## config.mk

```make
export PLATFORM = sky130hd
export DESIGN_NAME = lsu_mem_port
export DESIGN_NICKNAME = d
export VERILOG_FILES = /design/src/rtl/lsm_pkg.sv /design/src/rtl/lsm_lane_mask.sv /design/src/rtl/lsm_byte_lane.sv /design/src/rtl/lsm_load_align.sv /design/src/rtl/lsu_mem_port.sv
export SDC_FILE = /design/constraint.sdc
export NUM_CORES = 2
export LEC_CHECK = 0
export BUFFER_PORTS_ARGS = -buffer_cell sky130_fd_sc_hd__clkbuf_2
export CAP_MARGIN = 40
export CORE_ASPECT_RATIO = 0.7
export CORE_MARGIN = 2
export CORE_UTILIZATION = 56
export DETAILED_ROUTE_END_ITERATION = 7
export GPL_TIMING_DRIVEN = 0
export PLACE_DENSITY = 0.77
export SLEW_MARGIN = 20
export SYNTH_ARGS = -nofsm -noshare
export SYNTH_HDL_FRONTEND = slang
export SYNTH_HIERARCHICAL = 1
export SYNTH_SLANG_ARGS = --single-unit
```

## constraint.sdc

```tcl
create_clock -name clk -period 3.4 [get_ports clk]
set_clock_uncertainty 0.1 [all_clocks]
set_input_delay 0.34 -clock clk [delete_from_list [all_inputs] [get_ports clk]]
set_output_delay 0.34 -clock clk [all_outputs]
set_load 0.05 [all_outputs]
```

## src/rtl/lsm_pkg.sv

```systemverilog
package lsm_pkg;

    typedef enum logic [2:0] {
        S_IDLE     = 3'd0,
        S_ST_WAIT  = 3'd1,
        S_LD_FETCH = 3'd2,
        S_LD_SHOW  = 3'd3,
        S_RELEASE  = 3'd4
    } lsm_state_e;

    typedef enum logic [1:0] {
        SZ_BYTE  = 2'd0,
        SZ_HALF  = 2'd1,
        SZ_WORD  = 2'd2,
        SZ_DWORD = 2'd3
    } lsm_size_e;

endpackage

```

## src/rtl/lsm_lane_mask.sv

```systemverilog
module lsm_lane_mask #(
    parameter int MASK_W = 8,
    parameter int OFF_W  = 3
) (
    input  logic [1:0]        size,
    input  logic [OFF_W-1:0]  offset,
    output logic [MASK_W-1:0] mask
);
    logic [MASK_W-1:0]   base;
    logic [2*MASK_W-1:0] wide;

    always_comb begin
        base = '0;
        for (int b = 0; b < MASK_W; b++) begin
            if (b < (1 << size)) base[b] = 1'b1;
        end
        wide = {{MASK_W{1'b0}}, base} << offset;
        mask = wide[MASK_W-1:0];
    end
endmodule

```

## src/rtl/lsm_byte_lane.sv

```systemverilog
module lsm_byte_lane #(
    parameter int DEPTH = 32,
    parameter int IDX_W = 5
) (
    input  logic             clk,
    input  logic             we,
    input  logic [IDX_W-1:0] idx,
    input  logic [7:0]       wdata,
    output logic [7:0]       rdata
);
    logic [7:0] cells [DEPTH];

    always_ff @(posedge clk) begin
        if (we) cells[idx] <= wdata;
    end

    assign rdata = cells[idx];
endmodule

```

## src/rtl/lsm_load_align.sv

```systemverilog
module lsm_load_align #(
    parameter int DATA_W = 64,
    parameter int OFF_W  = 3
) (
    input  logic [DATA_W-1:0] raw,
    input  logic [1:0]        size,
    input  logic [OFF_W-1:0]  offset,
    output logic [DATA_W-1:0] justified
);
    logic [DATA_W-1:0] shifted;

    always_comb begin
        shifted = raw >> {offset, 3'b000};
        for (int b = 0; b < DATA_W; b++) begin
            justified[b] = (b < (8 << size)) ? shifted[b] : 1'b0;
        end
    end
endmodule

```

## src/rtl/lsu_mem_port.sv

```systemverilog
module lsu_mem_port
    import lsm_pkg::*;
#(
    parameter int ADDR_W    = 48,
    parameter int DATA_W    = 64,
    parameter int MEM_BYTES = 256
) (
    input  logic              clk,
    input  logic              rst_n,
    input  logic              st_req_i,
    input  logic              ld_req_i,
    input  logic [1:0]        size_i,
    input  logic [ADDR_W-1:0] addr_i,
    input  logic              addr_vld_i,
    output logic              addr_ack_o,
    input  logic              st_strobe_i,
    input  logic [DATA_W-1:0] st_data_i,
    output logic              ld_vld_o,
    output logic [DATA_W-1:0] ld_data_o,
    output logic              busy_o
);
    localparam int MASK_W = DATA_W / 8;
    localparam int OFF_W  = $clog2(MASK_W);
    localparam int WORDS  = MEM_BYTES / MASK_W;
    localparam int IDX_W  = $clog2(WORDS);

    lsm_state_e        state_q, state_d;
    logic [IDX_W-1:0]  idx_q;
    logic [OFF_W-1:0]  off_q;
    logic [1:0]        size_q;
    logic [DATA_W-1:0] ld_data_q;

    logic              start;
    logic [MASK_W-1:0] lane_mask;
    logic [DATA_W-1:0] st_placed;
    logic [DATA_W-1:0] raw_word;
    logic [DATA_W-1:0] justified;

    assign start     = addr_vld_i & (st_req_i | ld_req_i);
    assign st_placed = st_data_i << {off_q, 3'b000};

    lsm_lane_mask #(.MASK_W(MASK_W), .OFF_W(OFF_W)) u_mask (
        .size   (size_q),
        .offset (off_q),
        .mask   (lane_mask)
    );

    for (genvar g = 0; g < MASK_W; g++) begin : g_lane
        lsm_byte_lane #(.DEPTH(WORDS), .IDX_W(IDX_W)) u_lane (
            .clk   (clk),
            .we    ((state_q == S_ST_WAIT) && st_strobe_i && lane_mask[g]),
            .idx   (idx_q),
            .wdata (st_placed[8*g +: 8]),
            .rdata (raw_word[8*g +: 8])
        );
    end

    lsm_load_align #(.DATA_W(DATA_W), .OFF_W(OFF_W)) u_align (
        .raw       (raw_word),
        .size      (size_q),
        .offset    (off_q),
        .justified (justified)
    );

    // next-state logic
    always_comb begin
        state_d = state_q;
        unique case (state_q)
            S_IDLE:     if (start) state_d = st_req_i ? S_ST_WAIT : S_LD_FETCH;
            S_ST_WAIT:  if (st_strobe_i) state_d = S_RELEASE;
            S_LD_FETCH: state_d = S_LD_SHOW;
            S_LD_SHOW:  state_d = S_RELEASE;
            S_RELEASE:  if (!addr_vld_i) state_d = S_IDLE;
            default:    state_d = S_IDLE;
        endcase
    end

    // state and request registers
    always_ff @(posedge clk) begin
        if (!rst_n) begin
            state_q   <= S_IDLE;
            idx_q     <= '0;
            off_q     <= '0;
            size_q    <= 2'd0;
            ld_data_q <= '0;
        end else begin
            state_q <= state_d;
            if (state_q == S_IDLE && start) begin
                idx_q  <= IDX_W'((addr_i >> OFF_W) % WORDS);
                off_q  <= addr_i[OFF_W-1:0];
                size_q <= size_i;
            end
            if (state_q == S_LD_FETCH) ld_data_q <= justified;
        end
    end

    // outputs
    always_comb begin
        busy_o     = 1'b1;
        addr_ack_o = 1'b0;
        ld_vld_o   = 1'b0;
        unique case (state_q)
            S_IDLE:     busy_o = 1'b0;
            S_ST_WAIT:  addr_ack_o = 1'b1;
            S_LD_FETCH: addr_ack_o = 1'b1;
            S_LD_SHOW: begin
                addr_ack_o = 1'b1;
                ld_vld_o   = 1'b1;
            end
            S_RELEASE:  busy_o = 1'b1;
            default:    busy_o = 1'b1;
        endcase
    end

    assign ld_data_o = ld_data_q;

    assert_ack_busy_R8: assert property (@(posedge clk) disable iff (!rst_n)
        addr_ack_o |-> busy_o);
    assert_idle_quiet_R1: assert property (@(posedge clk) disable iff (!rst_n)
        !busy_o |-> (!addr_ack_o && !ld_vld_o));
    assert_accept_R2: assert property (@(posedge clk) disable iff (!rst_n)
        (!busy_o && start) |=> (addr_ack_o && busy_o));
    assert_ldvld_single_R5: assert property (@(posedge clk) disable iff (!rst_n)
        ld_vld_o |=> !ld_vld_o);
    assert_ldvld_after_ack_R5: assert property (@(posedge clk) disable iff (!rst_n)
        $rose(ld_vld_o) |-> $past(addr_ack_o));
    assert_hold_release_R9: assert property (@(posedge clk) disable iff (!rst_n)
        (state_q == S_RELEASE && addr_vld_i) |=> (busy_o && !addr_ack_o));
    assert_mask_count_R4: assert property (@(posedge clk) disable iff (!rst_n)
        (state_q == S_ST_WAIT && ((off_q & OFF_W'((1 << size_q) - 1)) == '0))
            |-> ($countones(lane_mask) == (1 << size_q)));
endmodule

```

==> metrics.csv <==
metric;value;unit
status;finished, violations left;
violations;setup timing;
rsz0062_at_grt;yes;
yosys.area_share.xor_xnor;0;%
final_cell_mix;2,048 x edfxtp_1, 1,098 x mux2i_1, 483 x o22ai_1, 243 x nor2_1, 219 x nand2_1;
wirelength;242000;um
path_delay_family;simple AND/OR/NAND/NOR gates;
wl_met3;35500;um
cp-end-kind;flop;
period_share;102;%
muxShareOfSynthArea;13.9;%
port_buffers;145;
seq_area_frac_synth;72.4;%
hold_viol;0;
yosys_warnings;6;
max_slew_margin;23.8;%
path_clk_slew;70;ps
start_util;56.7;%
synth_nets;5489;
viasPerCell;6.61;
finalSetupViolCount;70;
clk_latency;820;ps
drc_errors;0;
leakagePower;31.5;nW
power_density;571;mW/mm2
vias;53600;
layout_setup_ws;-76.8;ps
wire_per_inst;29.9;um
top_layer;met5;
die_x;475;um
drt_iter0_drc;8352;
async_reset_ff_share;0;%
cts_tree;yes;
io_pins;187;
drv_cap;0;
worstSetupPathType;reg -> reg;
synth-edff-count;2048;
fin_nets;5992;
dieArea;0.159;mm2
min_path_type;in -> reg;
final_util;65.8;%
wl_met2;101000;um
drtAntennaViolNets;0;
crit_path_top_delay_cell;nor2_1;
multiInputGateArea;0.0241;mm2
drv_slew;0;
first_global_vias;49800;
clock-root-buffer;clkbuf_16;
antenna_found_initial;9;
grt_pass1_wl;340000;um
fp.dieH;334;um
drt-met1-wl;96200;um
grt_max_degree;46;
layout.area.seq;0.0631;mm2
grt_overflow;0;
total_power;57.7;mW
crit_fanout;9;
synth_cells;5369;
worstPathRequired;3760;ps
fin_crit;3480;ps
crit_path_frequent_cell;clkbuf_1;
cp.arrival;3830;ps
synth_top_family_by_area;multiplexers;
synth_compound_area_share;5.34;%
worst_setup_path_start_kind;flop;
fill_cells;10200;
core_area;0.154;mm2
grt.total_usage;29.5;%
htree_levels;4;
worst_pin_slew;1140;ps
gp_congestion;0.986;
num_rows;120;
avgSynthCellArea;16.2;um2
synth_area;0.0870;mm2
synth-simple-area-share;6.18;%
synth_cell_type_count;67;
cts_buffers;189;
syn_to_final_growth;16.1;%
drive_gt1_share;21.1;%
firstDrtPassIters;7;
clockBufferDepth;3;
path_buf_inv;3;
clock-sinks;2125;
dp.final_hpwl;168000;um
slowest_delay;710;ps
synthAdderAreaFrac;0;%
layout_commonest_cell;edfxtp_1;
ys_ff_latch;2125;
crit_chain;clkbuf_1 -> nand2_1 -> nor3_2 -> buf_4 -> and2_1 -> or3b_2 -> clkbuf_1 -> nor2_1;
fmax;288;MHz
ir_drop;0.597;mV
synthFlopType;edfxtp_1;
==> cells in the mapped netlist, types with 32 or more instances <==
cell type / instances / area (um2)
buf_2: 201 / 1010
clkbuf_1: 88 / 330
edfxtp_1: 2048 / 61500
nand3b_1: 34 / 255
o22ai_1: 527 / 3300
mux2i_1: 1108 / 11100
nand4b_1: 32 / 280
nor4_1: 128 / 801
dfxtp_1: 77 / 1540
a21boi_1: 72 / 541
nor2_1: 285 / 1070
nand2_1: 264 / 991
nand4bb_1: 41 / 462
mux2_2: 54 / 608
or4b_1: 32 / 320
nor3_1: 46 / 230
==> state kept, by name, indices dropped and copies added, names as in the netlist <==
| register | count |
|---|---|
| ld_data_o | 64 |
| g_lane.u_lane/cells | 2048 |
| size_q | 2 |
| idx_q | 5 |
| state_q | 3 |
| off_q | 3 |
==> per-stage QoR <==
| step | instance area (um2) | hold WS, ps | instances | setup TNS [ps] | setup slack, ps |
|---|---|---|---|---|---|
| after floorplan | 87000 | 382 | 5369 | 0 | 78.7 |
| after global placement | 90300 | 343 | 7588 | -4730370 | -2860 |
| after detailed placement | 92400 | 348 | 7681 | -152870 | -1060 |
| after CTS | 99700 | 9.27 | 8052 | -235 | -164 |
| after global routing | 101000 | 26.4 | 8100 | -8040 | -156 |
| final | 101000 | 70.8 | 8108 | -2200 | -76.8 |
==> area by class of cell <==
type,count,share of cell area (%)
multi-input combinational,2879,23.9
antenna,9,0.0223
clock inverter,98,0.925
sequential,2125,62.4
buffer,322,2.16
timing repair buffer,345,3.00
tap,2074,2.57
clock buffer,246,5.03
inverter,10,0.0371
==> kinds of logic after synthesis <==
family,after synthesis
flops,2125
mux,1186
simple gates,991
compound gates,702
buf+inv,365
==> repair_timing <==
action,CTS,global route
resized for setup,249,197
cloned,0,3
hold buffers,27,0
setup endpoints to repair,966,259
setup buffers,23,33
endpoints found under the hold margin,62,0
pin swaps,24,28
==> per-layer routing <==
layer,vias up,track usage [%]
met2,3795,40.2
met4,6,10.3
met3,463,8.17
met1,26900,45.2
li1,22400,-
met5,-,0.183
==> power by group <==
group / switching (mW) / internal [mW]
combinational: 4.80 / 2.32
clock: 9.36 / 11.6
sequential: 0.0617 / 29.6
==> tightest hold or removal path: stages <==
cell	delay (ps)
clkbuf_2	170
nand2_1	150
o21ai_4	120
==> path summary, 6_finish.rpt <==
| path | startpoint | endpoint | slack (ps) | cells past startpoint |
|---|---|---|---|---|
| hold / removal | st_data_i[1] | g_lane[4].u_lane/cells[1][1] | 70 | 3 |
| hold reg to reg | ld_data_o[61] | ld_data_o[61] | 350 | 2 |
| setup reg to reg | state_q[0] | g_lane[0].u_lane/cells[28][2] | -80 | 8 |
| setup / recovery | state_q[0] | g_lane[0].u_lane/cells[28][2] | -80 | 8 |
Note: power is estimated with default switching activity, not from simulation.
